`src/rtl/hecc_pkg.sv`:
```
// Package: shared outcome encoding for the block Hamming ECC engine.
package hecc_pkg;
    typedef enum logic [1:0] {
        CLS_CLEAN   = 2'd0,
        CLS_FIXABLE = 2'd1,
        CLS_FATAL   = 2'd2,
        CLS_CODEBAD = 2'd3
    } hecc_class_e;
endpackage

```
`src/rtl/hecc_accum.sv`:
```
// Module: hecc_accum
// Folds one byte per enabled cycle into the running line/column parity of
// the current block and counts bytes within the block.
// Assumes BLK_BYTES is a power of two; clr restarts the block from empty.
module hecc_accum #(
    parameter  int BLK_BYTES = 512,
    localparam int IDX_W     = $clog2(BLK_BYTES),
    localparam int ADDR_BITS = IDX_W + 3,
    localparam int CODE_W    = 2 * ADDR_BITS
) (
    input  logic              clk,
    input  logic              rst_n,
    input  logic              clr,
    input  logic              en,
    input  logic [7:0]        din,
    output logic              last,
    output logic [CODE_W-1:0] code_next
);
    logic [CODE_W-1:0] acc;
    logic [IDX_W-1:0]  cnt;
    logic              bpar;

    // Next parity value including the byte on din.
    always_comb begin
        code_next = acc;
        bpar      = ^din;
        for (int k = 0; k < 3; k++) begin
            for (int j = 0; j < 8; j++) begin
                if (((j >> k) & 1) == 1) code_next[2*k+1] = code_next[2*k+1] ^ din[j];
                else                     code_next[2*k]   = code_next[2*k]   ^ din[j];
            end
        end
        for (int k = 0; k < IDX_W; k++) begin
            if (cnt[k]) code_next[2*(k+3)+1] = code_next[2*(k+3)+1] ^ bpar;
            else        code_next[2*(k+3)]   = code_next[2*(k+3)]   ^ bpar;
        end
    end

    // Last byte of a block when the count sits at its top value.
    always_comb last = en && (cnt == IDX_W'(BLK_BYTES - 1));

    // Accumulator and byte counter update.
    always_ff @(posedge clk) begin
        if (!rst_n || clr) begin
            acc <= '0;
            cnt <= '0;
        end else if (en) begin
            acc <= last ? '0 : code_next;
            cnt <= cnt + 1'b1;
        end
    end

    a_r3_empty_after_clear: assert property (@(posedge clk) disable iff (!rst_n)
        clr |=> (cnt == '0 && acc == '0));
    a_r3_wrap_after_last: assert property (@(posedge clk) disable iff (!rst_n)
        (last && !clr) |=> (cnt == '0));
endmodule

```
`src/rtl/hecc_decode.sv`:
```
// Module: hecc_decode
// Classifies a syndrome into clean / single data bit / single code bit /
// uncorrectable and extracts the bit address from the odd syndrome bits.
// Purely combinational; assumes ADDR_BITS >= 2.
module hecc_decode
    import hecc_pkg::*;
#(
    parameter int ADDR_BITS = 12
) (
    input  logic [2*ADDR_BITS-1:0] syn,
    output hecc_class_e            cls,
    output logic [ADDR_BITS-1:0]   loc
);
    logic pair_ok;

    // Pair test, location extraction and class selection.
    always_comb begin
        pair_ok = 1'b1;
        for (int k = 0; k < ADDR_BITS; k++) begin
            pair_ok = pair_ok & (syn[2*k] ^ syn[2*k+1]);
            loc[k]  = syn[2*k+1];
        end
        if (syn == '0)                 cls = CLS_CLEAN;
        else if ($countones(syn) == 1) cls = CLS_CODEBAD;
        else if (pair_ok)              cls = CLS_FIXABLE;
        else                           cls = CLS_FATAL;
    end
endmodule

```
`src/rtl/hecc_slot.sv`:
```
// Module: hecc_slot
// Holds one block's computed code word and its check result.
// Assumes load and chk are never both asserted for the same block, and that
// clr (new page operation) wipes everything.
module hecc_slot
    import hecc_pkg::*;
#(
    parameter  int IDX_W     = 9,
    localparam int ADDR_BITS = IDX_W + 3,
    localparam int CODE_W    = 2 * ADDR_BITS
) (
    input  logic              clk,
    input  logic              rst_n,
    input  logic              clr,
    input  logic              load,
    input  logic [CODE_W-1:0] load_code,
    input  logic              chk,
    input  logic [CODE_W-1:0] chk_code,
    output logic              done,
    output logic [CODE_W-1:0] code,
    output logic              res_valid,
    output logic              res_fix,
    output logic              res_fatal,
    output logic              res_codebad,
    output logic [IDX_W-1:0]  res_byte,
    output logic [2:0]        res_bit
);
    hecc_class_e          cls;
    logic [ADDR_BITS-1:0] loc;
    logic                 take;

    hecc_decode #(.ADDR_BITS(ADDR_BITS)) dec_i (
        .syn (code ^ chk_code),
        .cls (cls),
        .loc (loc)
    );

    // A check counts only once the block's code is complete.
    always_comb take = chk && done;

    // Code word capture at block end.
    always_ff @(posedge clk) begin
        if (!rst_n || clr) begin
            done <= 1'b0;
            code <= '0;
        end else if (load) begin
            done <= 1'b1;
            code <= load_code;
        end
    end

    // Result capture on an accepted check.
    always_ff @(posedge clk) begin
        if (!rst_n || clr) begin
            res_valid   <= 1'b0;
            res_fix     <= 1'b0;
            res_fatal   <= 1'b0;
            res_codebad <= 1'b0;
            res_byte    <= '0;
            res_bit     <= '0;
        end else if (take) begin
            res_valid   <= 1'b1;
            res_fix     <= (cls == CLS_FIXABLE);
            res_fatal   <= (cls == CLS_FATAL);
            res_codebad <= (cls == CLS_CODEBAD);
            res_byte    <= (cls == CLS_FIXABLE) ? loc[ADDR_BITS-1:3] : '0;
            res_bit     <= (cls == CLS_FIXABLE) ? loc[2:0] : 3'd0;
        end
    end

    a_r10_result_needs_code: assert property (@(posedge clk) disable iff (!rst_n)
        res_valid |-> done);
    a_r9_one_outcome: assert property (@(posedge clk) disable iff (!rst_n)
        $onehot0({res_fix, res_fatal, res_codebad}));
    a_r7_fix_flag_follows: assert property (@(posedge clk) disable iff (!rst_n)
        (take && !clr && cls == CLS_FIXABLE) |=> res_fix);
    a_r8_single_bit_is_code: assert property (@(posedge clk) disable iff (!rst_n)
        (take && !clr && $countones(code ^ chk_code) == 1) |=> res_codebad);
endmodule

```
`src/rtl/hecc_engine.sv`:
```
// Module: hecc_engine (top)
// Per-512-byte Hamming ECC engine for a page of up to MAX_BLKS blocks.
// Arms on an aligned op_start, streams bytes into one accumulator, files
// each finished block's code into its slot, and checks stored codes on reads.
// Assumes MAX_BLKS >= 2 and BLK_BYTES a power of two.
module hecc_engine #(
    parameter  int BLK_BYTES = 512,
    parameter  int MAX_BLKS  = 4,
    localparam int IDX_W     = $clog2(BLK_BYTES),
    localparam int ADDR_BITS = IDX_W + 3,
    localparam int CODE_W    = 2 * ADDR_BITS,
    localparam int BI_W      = $clog2(MAX_BLKS)
) (
    input  logic                       clk,
    input  logic                       rst_n,
    input  logic                       op_start,
    input  logic                       op_write,
    input  logic [IDX_W-1:0]           start_offs,
    input  logic                       byte_valid,
    input  logic [7:0]                 byte_data,
    input  logic                       chk_valid,
    input  logic [BI_W-1:0]            chk_blk,
    input  logic [CODE_W-1:0]          chk_code,
    output logic [MAX_BLKS*CODE_W-1:0] code_words,
    output logic [MAX_BLKS-1:0]        blk_done,
    output logic [MAX_BLKS-1:0]        res_valid,
    output logic [MAX_BLKS-1:0]        res_fix,
    output logic [MAX_BLKS-1:0]        res_fatal,
    output logic [MAX_BLKS-1:0]        res_codebad,
    output logic [MAX_BLKS*IDX_W-1:0]  res_byte,
    output logic [MAX_BLKS*3-1:0]      res_bit
);
    logic              armed;
    logic              wr_mode;
    logic [BI_W:0]     bcnt;
    logic              full;
    logic              accept;
    logic              last;
    logic [CODE_W-1:0] code_next;

    // Page is full once every block slot has completed.
    always_comb full = (bcnt == (BI_W+1)'(MAX_BLKS));
    // A byte is taken only while armed, outside the start cycle, below the cap.
    always_comb accept = armed && byte_valid && !op_start && !full;

    // Operation mode, arming and block index.
    always_ff @(posedge clk) begin
        if (!rst_n) begin
            armed   <= 1'b0;
            wr_mode <= 1'b0;
            bcnt    <= '0;
        end else if (op_start) begin
            armed   <= (start_offs == '0);
            wr_mode <= op_write;
            bcnt    <= '0;
        end else if (accept && last) begin
            bcnt    <= bcnt + 1'b1;
        end
    end

    hecc_accum #(.BLK_BYTES(BLK_BYTES)) acc_i (
        .clk       (clk),
        .rst_n     (rst_n),
        .clr       (op_start),
        .en        (accept),
        .din       (byte_data),
        .last      (last),
        .code_next (code_next)
    );

    for (genvar b = 0; b < MAX_BLKS; b++) begin : g_slot
        logic ld;
        logic ck;
        // Route the block-end load and the check strobe to slot b.
        always_comb begin
            ld = accept && last && (bcnt == (BI_W+1)'(b));
            ck = chk_valid && !wr_mode && !op_start && (chk_blk == BI_W'(b));
        end
        hecc_slot #(.IDX_W(IDX_W)) slot_i (
            .clk         (clk),
            .rst_n       (rst_n),
            .clr         (op_start),
            .load        (ld),
            .load_code   (code_next),
            .chk         (ck),
            .chk_code    (chk_code),
            .done        (blk_done[b]),
            .code        (code_words[b*CODE_W +: CODE_W]),
            .res_valid   (res_valid[b]),
            .res_fix     (res_fix[b]),
            .res_fatal   (res_fatal[b]),
            .res_codebad (res_codebad[b]),
            .res_byte    (res_byte[b*IDX_W +: IDX_W]),
            .res_bit     (res_bit[b*3 +: 3])
        );
    end

    a_r1_clear_on_start: assert property (@(posedge clk) disable iff (!rst_n)
        op_start |=> (blk_done == '0 && res_valid == '0));
    a_r5_block_cap: assert property (@(posedge clk) disable iff (!rst_n)
        bcnt <= (BI_W+1)'(MAX_BLKS));
    a_r4_idle_when_unarmed: assert property (@(posedge clk) disable iff (!rst_n)
        (!armed && !op_start) |=> $stable(blk_done));
    a_r3_one_more_done: assert property (@(posedge clk) disable iff (!rst_n)
        (accept && last) |=> ($countones(blk_done) == $countones($past(blk_done)) + 1));
    a_r10_no_result_on_write: assert property (@(posedge clk) disable iff (!rst_n)
        (wr_mode && !op_start) |=> $stable(res_valid));
endmodule

```
`config.mk`:
```
export PLATFORM = sky130hd
export DESIGN_NAME = hecc_engine
export DESIGN_NICKNAME = d
export VERILOG_FILES = /design/src/rtl/hecc_pkg.sv /design/src/rtl/hecc_accum.sv /design/src/rtl/hecc_decode.sv /design/src/rtl/hecc_slot.sv /design/src/rtl/hecc_engine.sv
export SDC_FILE = /design/constraint.sdc
export NUM_CORES = 1
export LEC_CHECK = 0
export BUFFER_PORTS_ARGS = -buffer_cell sky130_fd_sc_hd__buf_2
export CAP_MARGIN = 40
export CORE_ASPECT_RATIO = 1.1
export CORE_MARGIN = 1
export CORE_UTILIZATION = 40
export CTS_BUF_LIST = sky130_fd_sc_hd__clkbuf_16
export DETAILED_ROUTE_END_ITERATION = 6
export HOLD_SLACK_MARGIN = 0.15
export PLACE_DENSITY = 0.61
export SYNTH_ARGS = -nofsm -noshare
export SYNTH_HDL_FRONTEND = slang
export SYNTH_SLANG_ARGS = --single-unit
```
`constraint.sdc`:
```
create_clock -name clk -period 8.42 [get_ports clk]
set_input_delay 1.684 -clock clk [delete_from_list [all_inputs] [get_ports clk]]
set_output_delay 1.684 -clock clk [all_outputs]
set_load 0.01 [all_outputs]
```
# --- After elaboration in Yosys (flattened, before gate mapping) ---
# Cells that the tools add are included.
classes:
  n_addsub: 94
  n_eq_ne: 24
  mux: 39
  bitwise_logic: 139
  reduce_logical: 33
op_table:
  columns: ["op", "n"]
  rows:
  - ["adder 1 x 1 -> 2 bit", 48]
  - ["zero test 24 bit", 4]
  - ["XOR 24 bit", 4]
  - ["XOR 1 bit", 90]
  - ["adder 2 x 2 -> 3 bit", 24]
  - ["adder 3 x 3 -> 4 bit", 12]
  - ["AND 1 bit", 44]
  - ["2-to-1 mux 9 bit", 4]
  - ["adder 5 x 4 -> 6 bit", 4]
  - ["== test 6 x 1 -> 1 bit, second input constant", 4]
  - ["2-to-1 mux 2 bit", 12]
  - ["2-to-1 mux 24 bit", 1]
  - ["adder 4 x 4 -> 5 bit", 4]
  - ["== test 2 bit, second input constant", 10]
  - ["logical AND 1 bit", 19]
  - ["2-to-1 mux 1 bit", 18]
  - ["2-to-1 mux 3 bit", 4]
  - ["== test 2 x 1 -> 1 bit, second input constant", 5]
  - ["adder 9 x 1 -> 9 bit, second input constant", 1]
  - ["== test 9 bit, second input constant", 1]
  - ["zero test 9 bit", 1]
  - ["XOR reduction 8 bit", 1]
  - ["== test 3 x 2 -> 1 bit, second input constant", 2]
  - ["zero test 1 bit", 4]
  - ["8 further kinds", 8]
totals:
  reg_bits: 202
  in_bits: 49
  output_inout_bits: 164

# --- Longest topological paths before layout ---
# Gate-level depths: netlist of run 1.
depth:
  depth_word: 18
  mapped_depth: 19

# --- By module ---
# A second synthesis of run 1 with hierarchy kept.
unflattened:
  cells_unflattened: 1340
  hier_area_um2: 12869.8
by_module_without_submodules:
  columns: ["module", "n_inst", "cells_each", "area_each_um2"]
  rows:
  - ["hecc_slot", 4, 150, 1636.6]
  - ["hecc_decode (g_slot[0].slot_i.dec_i ...)", 3, 111, 944.7]
  - ["hecc_accum", 1, 248, 2112.0]
  - ["hecc_decode (g_slot[3].slot_i.dec_i)", 1, 110, 942.2]
  - ["hecc_engine", 1, 49, 435.4]

# --- Worst setup path before layout of run 1 ---
# Ideal clock, no wire load.
synth_path:
  kind: "in2reg"
  start: "input chk_code[7]"
  end: "register g_slot[3].slot_i.res_fix"
  arrival_time_ns: 6.391
  required_time_ns: 8.286
  slack_ns: 1.895
  cell_stages: 17
  n_path_buf: 2
  path_cell_list: "clkbuf_1 -> xnor2_1 -> inv_1 -> fa_1 -> inv_1 -> fa_1 -> fa_1 -> fa_1 -> inv_1 -> fa_1 -> ha_1 -> fa_1 -> nor4_1 -> a211oi_1 -> nand2_1 -> clkbuf_1 -> a21oi_1"
synth_between:
  elab_chain_len: 15
  word_cells_on_any_way: 22
  cone_classes: "add/sub (5); eq/ne (2); mux (3); bitwise (11); reduce/logical (1)"
synth_rtl:
  columns: ["item", "line_no", "text"]
  rows:
  - ["start: declaration", "hecc_engine.sv:23", "input logic [CODE_W-1:0] chk_code,"]
  - ["XOR 24 bit *", "hecc_slot.sv:33", ".syn (code ^ chk_code),"]
  - ["parallel branches: the longest is 12 deep, another holds adder 5 x 4 -> 6 bit", null, null]
  - ["2-to-1 mux 2 bit *", "hecc_decode.sv:23", "if (syn == '0) cls = CLS_CLEAN;"]
  - ["== test 2 x 1 -> 1 bit *", "hecc_slot.sv:63", "res_fix <= (cls == CLS_FIXABLE);"]
  - ["end signal: assignment", "hecc_slot.sv:63", null]
  - ["end: declaration", "hecc_slot.sv:22", "output logic res_fix,"]
# Mark *: on every way between the ends.
# A chain may end at the register's enable or synchronous reset.

# --- Worst setup path after layout of run 1 ---
layout_path:
  start: "input chk_code[9]"
  end: "register g_slot[1].slot_i.res_bit[2]"
layout_between:
  elab_chain_len: 15
  word_cells_on_any_way: 22
  cone_classes: "add/sub (5); eq/ne (2); mux (4); bitwise (10); reduce/logical (1)"
layout_rtl:
  columns: ["item", "line_no", "text"]
  rows:
  - ["XOR 24 bit *", "hecc_slot.sv:33", null]
  - ["parallel branches: the longest is 11 deep, another holds adder 5 x 4 -> 6 bit", null, null]
  - ["2-to-1 mux 2 bit *", "hecc_decode.sv:23", null]
  - ["== test 2 x 1 -> 1 bit *", "hecc_slot.sv:67", "res_bit <= (cls == CLS_FIXABLE) ? loc[2:0] : 3'd0;"]
  - ["2-to-1 mux 3 bit *", "hecc_slot.sv:67", null]
  - ["end signal: assignment", "hecc_slot.sv:67", null]
  - ["end: declaration", "hecc_slot.sv:26", "output logic [2:0] res_bit"]
# Marked as above.

==> run_results.csv, run 1 <==
group,metric,value,unit
run_status,status,"finished clean",
drt,wl_per_cell,21.1,um
worst_hold_path,hold_depth,2,
drt,num_vias,12063,
clock_network,clockRootBuffer,"clkbuf_16",
yosys,avgSynthCellArea,8.29,um^2
sta,fin_ws,2.00,ns
setup_path,path_common_cell,"fa_1",
sta,worst_slew_pin_slew,0.887,ns
yosys,ys_ff_latch,202,
sta,finClkSkew,0.0119,ns
die,coreArea,32500,um^2
setup_path,cpPeakStageDelay,0.55,ns
yosys,synth_area,13300,um^2
place,post-dp-hpwl,35100,um
finish,num-nets-final,1923,
die,die-area,34100,um^2
global_route,grt_overflow,0,
yosys,netlist_top_cells_count,"dfxtp_1 (202), nor2_1 (169), nand3_1 (131)",
yosys,synth-edff-count,0,
place,port_buffers,212,
setup_path,arrival,6.84,ns
finish,diodes,0,
sta,period_share,76.2,%
finish,area_delta_synth_final,15.0,%
drt,drt_wl_total,45700,um
setup_path,crit_slowest_cell,"fa_1",
die,fp.dieH,194,um
drt,drcViolationCount,0,
sta,hold_viol_final,0,
setup_path,reg2regPathDepth,15,
sta,fmax,0.156,GHz
yosys,ys_top_cells_by_area,"dfxtp_1 (30%), fa_1 (10%), ha_1 (7.8%)",
clock_network,cts_resized,0,
setup_path,crit_fanout,13,
place,pre_cts_ws,1.51,ns
sta,fin_crit,6.42,ns
drt,ant_nets,0,
power_and_ir_drop,p_comb_share,32.3,%
global_route,grt_usage,26.7,%
clock_network,clk_latency,0.52,ns
sta,slew_headroom,40.9,%
setup_path,r2r-end,"g_slot[3].slot_i.res_byte[3]",
setup_path,worst_r2r_startpoint,"g_slot[3].slot_i.code[11]",
power_and_ir_drop,pwr-share-seq,32.4,%
die,rows,69,
yosys,yosysMostFrequentCell,"dfxtp_1",
finish,layout-drive-gt1-share,15.6,%
clock_network,cts_inserted_buffers,24,
worst_hold_path,hp-start,"g_slot[2].slot_i.res_valid",
worst_hold_path,min_to,"g_slot[2].slot_i.res_valid",
global_route,grt_pass1_wl,69700,um
yosys,yosysWarnings,0,
clock_network,tritoncts,"done",
die,start_util,41.0,%
power_and_ir_drop,p_per_area,193,nW/um^2
global_route,antenna_found_initial,0,
sta,drv_slew,0,
yosys,yosys.area.top_type,"dfxtp_1",
setup_path,cp_cell_sequence,"buf_2 > xnor2_1 > inv_1 > fa_1 > inv_1 > fa_1 > fa_1 > fa_1 > inv_1 > fa_1 > ha_1 > fa_1 > nor4_1 > and2_1 > a211oi_1 > nand2_1 > o31ai_1",
clock_network,cts_num_sinks,202,
clock_network,holdBufCountCts,0,
power_and_ir_drop,swShare,33.4,%
place,gp_congestion,0.937,
die,boundaryPins,213,
clock_network,post_cts_buffers,0,
global_route,first_global_vias,11413,
yosys,synth.distinct_cells,43,
power_and_ir_drop,leakage,6.57,nW
sta,rsz0062_at_grt,"false",
clock_network,clkTransAtPathRegs,0.06,ns
yosys,synthCells,1610,
yosys,synth_ff_type,"dfxtp_1",
setup_path,critPathLaunchType,"primary input",
power_and_ir_drop,power_switching,988,uW
setup_path,r2r_slack,2.86,ns
yosys,ys_async_sr_fraction,0,%
worst_hold_path,min_path_type,"reg2reg",
drt,drt_pass1_iterations,5,
power_and_ir_drop,p_int,1.97,mW
setup_path,worst_setup_path_end_kind,"flop",
die,fp.dieW,176,um
drt,vias_per_cell,5.57,
power_and_ir_drop,p_clk_share,35.4,%
yosys,yosysTopAreaCellShare,30.3,%
clock_network,clk_path_buf_depth,3,
power_and_ir_drop,ir_worst_vdd,0.000125,V
drt,drt-initial-drc-count,889,
global_route,grt_max_degree,111,
setup_path,required,8.84,ns
sta,setup_viol_count_final,0,
yosys,syn-num-nets,1810,
yosys,seq_area_frac_synth,30.3,%
sta,fin_tns_setup,0,ns
flow_run,maxCapViolations,0,
clock_network,cts.htree.levels,1,
setup_path,critical_path_class,"in2reg",
-- critical path: cells and delay by family --
family	cells	cell delay (ns)
buffers and inverters	4	0.42
XOR/XNOR	1	0.49
AO/OA/AOI/OAI	2	0.55
AND/OR/NAND/NOR	3	0.54
adder cells (fa/ha/maj)	7	3.16
-- layout make-up --
| cell class | instances | area (um^2) |
|---|---|---|
| Clock buffer | 25 | 626 |
| Clock inverter | 18 | 158 |
| Fill cell | 3202 | 17200 |
| Inverter | 126 | 473 |
| Multi-Input combinational cell | 1137 | 8220 |
| Sequential cell | 202 | 4040 |
| Tap cell | 426 | 533 |
| Timing Repair Buffer | 232 | 1280 |
-- worst max path at each step --
stage | from | end | slack (ns) | depth (start not counted)
floorplan | chk_code[7] | g_slot[3].slot_i.res_fix | 1.90 | 17
finish | chk_code[9] | g_slot[1].slot_i.res_bit[2] | 2.00 | 17
detailed placement | chk_code[11] | g_slot[3].slot_i.res_byte[3] | 1.51 | 16
global route | chk_code[9] | g_slot[0].slot_i.res_byte[2] | 1.76 | 17
global placement | chk_code[11] | g_slot[3].slot_i.res_fix | 1.62 | 16
CTS | chk_code[11] | g_slot[3].slot_i.res_byte[3] | 2.05 | 16
-- routing by layer --
| metal | routed length (um) | vias to the layer above | track usage [%] |
|---|---|---|---|
| met4 | 2750 | 0 | 14.4 |
| met3 | 2460 | 127 | 3.48 |
| li1 | - | 5756 | - |
| met1 | 18900 | 5766 | 33.9 |
| met2 | 21600 | 414 | 43.7 |
| met5 | 0 | - | 0 |
-- through the flow --
step	utilization [%]	std cells	hold slack, ns	total power [mW]	instance area, um^2
finish	47.1	2166	0.445	2.95	15300
global route	47.1	2166	0.467	3.17	15300
CTS	47.1	2166	0.451	2.97	15300
detailed placement	44.7	2123	0.442	1.92	14600
global placement	44.4	2117	0.431	1.87	14400
floorplan	-	1610	0.426	1.68	13300
-- registers in the layout, indices dropped and copies added, names as in the netlist, 4 cells and up --
signal	count
acc_i.cnt	9
g_slot.slot_i.res_valid	4
g_slot.slot_i.code	96
g_slot.slot_i.res_fix	4
g_slot.slot_i.res_codebad	4
g_slot.slot_i.res_bit	12
g_slot.slot_i.res_byte	36
g_slot.slot_i.res_fatal	4
acc_i.acc	24
g_slot.slot_i.done	4
-- kinds of logic after synthesis --
| logic type | share of synthesized area (%) |
|---|---|
| buffers and inverters | 8.25 |
| xor gates and xnor gates | 8.22 |
| adders and majority gates | 18.0 |
| and+or+nand+nor | 24.0 |
| muxes | 0.525 |
| AOI/OAI and AO/OA | 10.7 |
| DFF | 30.3 |
-- power by group through the flow --
stage               clock network, mW  registers [mW]  logic [mW]
floorplan                           0           0.977       0.703
global placement                    0           0.977       0.891
detailed placement                  0           0.977       0.944
CTS                              1.06           0.956       0.957
global route                     1.10           0.956        1.11
finish                           1.05           0.956       0.953
-- cells in the final DEF (no fill, tap or decap), types with 54 or more instances in the layout --
master,n
xnor2_1,97
nor2_1,169
ha_1,82
nand3_1,131
fa_1,68
inv_1,129
a31oi_1,54
nand2_1,112
dfxtp_1,202
buf_2,212
or3_1,112
Note: power is estimated with default switching activity, not from simulation.
==> run 2: changes to the inputs <==
--- a/config.mk
+++ b/config.mk
@@ -13,7 +13,7 @@
 export CTS_BUF_LIST = sky130_fd_sc_hd__clkbuf_16
 export DETAILED_ROUTE_END_ITERATION = 6
 export HOLD_SLACK_MARGIN = 0.15
-export PLACE_DENSITY = 0.61
+export PLACE_DENSITY = 0.63
 export SYNTH_ARGS = -nofsm -noshare
 export SYNTH_HDL_FRONTEND = slang
 export SYNTH_SLANG_ARGS = --single-unit
==> constraint.sdc (replaced) <==
create_clock -name clk -period 5.45 [get_ports clk]
set_input_delay 1.09 -clock clk [delete_from_list [all_inputs] [get_ports clk]]
set_output_delay 1.09 -clock clk [all_outputs]
set_load 0.01 [all_outputs]
==> run 2 against run 1 <==
Compared with the run above:
- die area is the same
- combinational power up 77%
- first-iteration DRC count is 0.79% lower
- non-clock buffer count is 79 higher
- sequential share of layout area fell by 1.7 points
- count of clock-buffer cells in the layout is the same
- power grew 61%
- critical path type unchanged
- critical endpoint is now g_slot[0].slot_i.res_byte[1]
- largest cell class unchanged
- highest routed layer is now met5
==> run_results.csv, run 2 (synthesis gave the netlist of run 1 again) <==
group,metric,value,unit
finish,mostFrequentLayoutCells,"buf_2 (208), dfxtp_1 (202), nor2_1 (169), nand3_1 (131), inv_1 (126)",
place,place_area,15500,um^2
clock_network,clk_latency,0.53,ns
drt,num_vias,12362,
setup_path,worst_setup_path_end_kind,"flop",
die,coreArea,32500,um^2
finish,final_cells,2245,
setup_path,worst_r2r_startpoint,"g_slot[1].slot_i.code[9]",
clock_network,clockRootBuffer,"clkbuf_16",
die,rows,69,
sta,period_share,97.2,%
clock_network,tritoncts,"done",
setup_path,crit_fanout,4,
power_and_ir_drop,p_per_area,290,nW/um^2
sta,fmax,0.189,GHz
place,pre_cts_ws,-0.488,ns
finish,area_delta_synth_final,22.9,%
drt,drt_wl_total,46600,um
sta,rsz0062_at_grt,"true",
power_and_ir_drop,ir_worst_vdd,0.000232,V
finish,fin_area,16400,um^2
setup_path,critical_path_class,"in2reg",
setup_path,reg2regPathDepth,17,
sta,fin_ws,0.154,ns
finish,final_common_cell,"buf_2",
finish,reg_top3,"g_slot.slot_i.code (96), g_slot.slot_i.res_byte (36), acc_i.acc (24)",
finish,largest_reg_flops,96,
place,port_buffers,212,
finish,num-nets-final,2002,
finish,final_core_util,50.4,%
global_route,first_global_vias,11605,
setup_path,cp_cell_sequence,"buf_2 > xnor2_1 > fa_1 > fa_1 > inv_1 > fa_1 > inv_1 > fa_1 > inv_1 > fa_1 > ha_2 > fa_1 > nor4_2 > a311oi_1 > nand2_1 > buf_4 > o31ai_1",
sta,hold_slack,0.443,ns
global_route,grt_usage,27.1,%
drt,drt_pass1_iterations,5,
sta,setup_viol_count_final,0,
clock_network,cts.htree.levels,1,
finish,layout-drive-gt1-share,22.2,%
place,post-dp-hpwl,35900,um
clock_network,clkTransAtPathRegs,0.06,ns
run_status,status,"finished clean",
worst_hold_path,hold_depth,2,
setup_path,cp_num_buf_inv,5,
sta,worst_slew_pin_slew,0.860,ns
drt,wl_per_cell,20.8,um
global_route,antenna_found_initial,1,
die,fp.dieH,194,um
clock_network,cts_num_sinks,202,
setup_path,critPathLaunchType,"primary input",
place,dpl.cell_count,2201,
clock_network,clk_path_buf_depth,3,
worst_hold_path,hp-start,"g_slot[0].slot_i.res_valid",
global_route,grt_overflow,0,
global_route,grt_max_degree,181,
sta,finClkSkew,0.0147,ns
clock_network,cts_inserted_buffers,24,
setup_path,path_common_cell,"fa_1",
drt,ant_nets,0,
setup_path,arrival,5.72,ns
place,gp_congestion,0.977,
setup_path,startpoint,"chk_code[19]",
drt,drt-initial-drc-count,882,
setup_path,required,5.87,ns
drt,vias_per_cell,5.51,
sta,slew_headroom,42.7,%
setup_path,crit_family,"adder cells",
die,boundaryPins,213,
die,start_util,41.0,%
flow_run,maxCapViolations,0,
sta,fin_crit,5.30,ns
drt,drcViolationCount,0,
finish,largest_register,"g_slot.slot_i.code",
die,fp.dieW,176,um
setup_path,crit_slowest_cell,"fa_1",
sta,drv_slew,0,
worst_hold_path,min_path_type,"reg2reg",
setup_path,cpPeakStageDelay,0.50,ns
die,die-area,34100,um^2
power_and_ir_drop,leakage,7.11,nW
setup_path,cp_num_cells,17,
sta,hold_viol_final,0,
global_route,grt_pass1_wl,70300,um
==> run 2: routing by layer <==
metal	part of all wire, %	vias to the layer above	global-route usage (%)
met5	0.024	-	0
met4	5.0	2	12.4
met3	5.1	103	2.91
met2	49	415	45.9
met1	41	5939	34.3
li1	-	5903	-
==> run 2: worst register-to-register path, stage by stage (launching register included) <==
cell and delay [ns]:
dfxtp_1 0.58, xnor2_4 0.19, inv_2 0.06, fa_1 0.53, inv_1 0.05, fa_1 0.52
fa_1 0.43, fa_1 0.49, inv_1 0.05, fa_1 0.44, ha_2 0.21, fa_1 0.49
nor4_1 0.05, and2_1 0.16, a211oi_2 0.21, nand2_1 0.10, buf_4 0.18, o31ai_1 0.20
==> run 2: power by group <==
| group | internal (mW) | switching [mW] |
|---|---|---|
| Clock | 0.920 | 0.655 |
| Sequential | 1.48 | 0.00126 |
| Combinational | 0.724 | 0.969 |
| Total | 3.12 | 1.63 |
==> run 2: what timing repair did <==
action | in CTS | in global routing
setup buffers | 0 | 1
setup endpoints to repair | 0 | 52
hold buffers | 0 | 0
endpoints found under the hold margin | 0 | 0
resized for setup | 0 | 22
==> run 2: cell type report <==
cell class,instances,area [um^2]
sequential,202,4040
timing repair buffer,311,1900
clock buffer,25,626
tap,426,533
antenna,1,2.50
clock inverter,17,135
fill,3062,16200
inverter,126,473
multi-input combinational,1137,8680
==> run 2: worst paths after layout <==
kind	to	slack (ns)
hold reg to reg	g_slot[0].slot_i.res_valid	0.44
hold / removal	g_slot[0].slot_i.res_valid	0.44
setup reg to reg	g_slot[1].slot_i.res_byte[8]	0.42
setup / recovery	g_slot[0].slot_i.res_byte[1]	0.15
==> run 2: metrics by stage <==
stage / total power [mW] / TNS [ns]
after floorplan: 2.67 / -3.19
after global placement: 3.07 / -20.79
after detailed placement: 3.12 / -23.62
after CTS: 4.71 / 0
after global routing: 5.07 / -0.128
final: 4.75 / 0
==> run 3: changes to the inputs <==
--- a/config.mk
+++ b/config.mk
@@ -8,7 +8,7 @@
 export BUFFER_PORTS_ARGS = -buffer_cell sky130_fd_sc_hd__buf_2
 export CAP_MARGIN = 40
 export CORE_ASPECT_RATIO = 1.1
-export CORE_MARGIN = 1
+export CORE_MARGIN = 4
 export CORE_UTILIZATION = 40
 export CTS_BUF_LIST = sky130_fd_sc_hd__clkbuf_16
 export DETAILED_ROUTE_END_ITERATION = 6
==> constraint.sdc (replaced) <==
create_clock -name clk -period 5.45 [get_ports clk]
set_input_delay 1.09 -clock clk [delete_from_list [all_inputs] [get_ports clk]]
set_output_delay 1.09 -clock clk [all_outputs]
set_load 0.1 [all_outputs]
==> run 3 against run 2 <==
Compared with the run above:
- die area up 6.6%
- hold slack better by 0.0014 ns
- setup slack got worse by 0.061 ns
- clock skew is 0.0051 ns lower
- critical path depth is 2 higher
- global-route usage is 2.2 points lower
- sequential power about the same
- count of clock-buffer cells in the layout shrank 2
- critical path type unchanged
==> run_results.csv, run 3 (synthesis gave the netlist of run 1 again) <==
group,metric,value,unit
place,post-dp-hpwl,36000,um
die,coreArea,32600,um^2
finish,num-nets-final,2011,
drt,ant_nets,0,
power_and_ir_drop,pwr-share-seq,30.7,%
worst_hold_path,hold_depth,2,
sta,fmax,0.187,GHz
setup_path,worst_r2r_startpoint,"g_slot[1].slot_i.code[9]",
setup_path,cp_cell_sequence,"clkbuf_4 > buf_12 > xnor2_4 > fa_1 > inv_1 > fa_1 > inv_1 > fa_1 > fa_1 > inv_1 > fa_1 > ha_2 > fa_1 > nor4_2 > and2_1 > a211oi_2 > nand2_1 > buf_6 > o31ai_1",
sta,finClkSkew,0.00955,ns
drt,num_vias,12378,
die,fp.dieW,182,um
run_status,status,"finished clean",
place,gp_congestion,0.965,
clock_network,cts_inserted_buffers,23,
global_route,grt_max_degree,181,
die,start_util,40.9,%
drt,drt-initial-drc-count,905,
sta,fin_crit,5.36,ns
global_route,antenna_found_initial,0,
global_route,grt_usage,24.9,%
power_and_ir_drop,p_clk_share,34.2,%
sta,worst_slew_pin_slew,0.892,ns
global_route,grt_busiest_layer,"met2",
setup_path,crit_family,"adder cells",
finish,mostFrequentLayoutCells,"buf_2 (205), dfxtp_1 (202), nor2_1 (169), nand3_1 (131), inv_1 (129)",
setup_path,arrival,5.78,ns
global_route,grt_pass1_wl,70300,um
flow_run,maxCapViolations,0,
finish,reg_top3,"g_slot.slot_i.code (96), g_slot.slot_i.res_byte (36), acc_i.acc (24)",
worst_hold_path,min_path_type,"reg2reg",
die,rows,69,
setup_path,cp_num_buf_inv,6,
clock_network,clkTransAtPathRegs,0.06,ns
sta,period_share,98.3,%
finish,final_common_cell,"buf_2",
clock_network,cts_num_sinks,202,
setup_path,critical_path_class,"in2reg",
drt,drt_wl_total,46900,um
setup_path,crit_fanout,13,
sta,rsz0062_at_grt,"true",
power_and_ir_drop,swShare,33.7,%
clock_network,cts.htree.levels,1,
clock_network,tritoncts,"done",
global_route,grt_overflow,0,
setup_path,crit_slowest_cell,"fa_1",
setup_path,worst_setup_path_end_kind,"flop",
die,boundaryPins,213,
die,die-area,36300,um^2
global_route,first_global_vias,11807,
drt,wl_per_cell,20.8,um
global_route,grt_util_met3,3.15,%
global_route,met2_usage,42.6,%
power_and_ir_drop,p_per_area,290,nW/um^2
setup_path,required,5.87,ns
die,fp.dieH,200,um
setup_path,r2r-end,"g_slot[1].slot_i.res_byte[4]",
finish,largest_register,"g_slot.slot_i.code",
power_and_ir_drop,power_switching,1.62,mW
place,dpl.cell_count,2210,
setup_path,path_common_cell,"fa_1",
place,port_buffers,212,
power_and_ir_drop,ir_worst_vdd,0.000233,V
finish,largest_reg_flops,96,
worst_hold_path,min_to,"g_slot[3].slot_i.res_valid",
finish,final_cells,2254,
setup_path,r2r_slack,0.39,ns
power_and_ir_drop,p_int,3.18,mW
sta,slew_headroom,40.4,%
drt,vias_per_cell,5.49,
sta,hold_slack,0.444,ns
setup_path,cpPeakStageDelay,0.51,ns
power_and_ir_drop,leakage,7.22,nW
setup_path,critPathLaunchType,"primary input",
power_and_ir_drop,p_comb_share,35.0,%
power_and_ir_drop,total_power,4.81,mW
setup_path,reg2regPathDepth,17,
clock_network,clockRootBuffer,"clkbuf_16",
finish,area_delta_synth_final,24.4,%
worst_hold_path,hp-start,"g_slot[3].slot_i.res_valid",
finish,final_core_util,50.9,%
sta,drv_slew,0,
sta,fin_tns_setup,0,ns
finish,layout-drive-gt1-share,22.9,%
drt,drt_pass1_iterations,7,
sta,hold_viol_final,0,
sta,setup_viol_count_final,0,
clock_network,clk_path_buf_depth,3,
clock_network,clk_latency,0.52,ns
drt,drcViolationCount,0,
global_route,use_met1,31.1,%
## run 3: metrics by stage
step	instance area (um^2)	setup WS, ns
4_1_cts	16400	0.0359
3_3_place_gp	15600	-0.403
6_report	16600	0.0925
2_1_floorplan	13900	-0.120
5_1_grt	16600	-0.0529
3_5_place_dp	15600	-0.467
## run 3: layer usage
| layer | share of wire, % | wire [um] | up-vias |
|---|---|---|---|
| li1 | - | - | 5918 |
| met1 | 41 | 19200 | 5957 |
| met2 | 48 | 22600 | 393 |
| met3 | 5.4 | 2520 | 110 |
| met4 | 5.5 | 2590 | 0 |
| met5 | 0 | 0 | - |
## run 3: repair_timing
| item | CTS | global route |
|---|---|---|
| hold buffers | 0 | 0 |
| buffers inserted | 0 | 2 |
| endpoints found under the setup margin | 0 | 54 |
| gates resized for setup | 0 | 37 |
## run 3: worst max-delay path by stage
stage / depth (start not counted) / slack, ns / to / from
after floorplan: 17 / -0.12 / g_slot[3].slot_i.res_byte[7] / chk_code[15]
after global placement: 17 / -0.40 / g_slot[0].slot_i.res_bit[0] / chk_code[19]
after detailed placement: 16 / -0.47 / g_slot[0].slot_i.res_bit[2] / chk_code[0]
after CTS: 19 / 0.04 / g_slot[1].slot_i.res_byte[4] / chk_code[7]
after global routing: 19 / -0.05 / g_slot[1].slot_i.res_byte[4] / chk_code[7]
final: 19 / 0.09 / g_slot[1].slot_i.res_byte[4] / chk_code[11]
## run 3: final cells by class
class | count | area [um^2]
Clock buffer | 23 | 576
Tap cell | 426 | 533
Fill cell | 3113 | 16000
Multi-Input combinational cell | 1137 | 8780
Sequential cell | 202 | 4040
Inverter | 126 | 473
Timing Repair Buffer | 321 | 1980
Antenna cell | 1 | 2.50
Clock inverter | 18 | 208
## run 3: power by group through the flow
stage	logic [mW]	registers, mW	clock network, mW
2_1_floorplan	1.18	1.51	0
3_3_place_gp	1.56	1.51	0
3_5_place_dp	1.61	1.51	0
4_1_cts	1.63	1.48	1.67
5_1_grt	1.91	1.48	1.73
6_report	1.68	1.48	1.64
## run 3: tightest hold or removal path, cell delays in order, from the launching register on
cell and delay, ns:
dfxtp_1 0.30, inv_1 0.04, a21oi_1 0.05
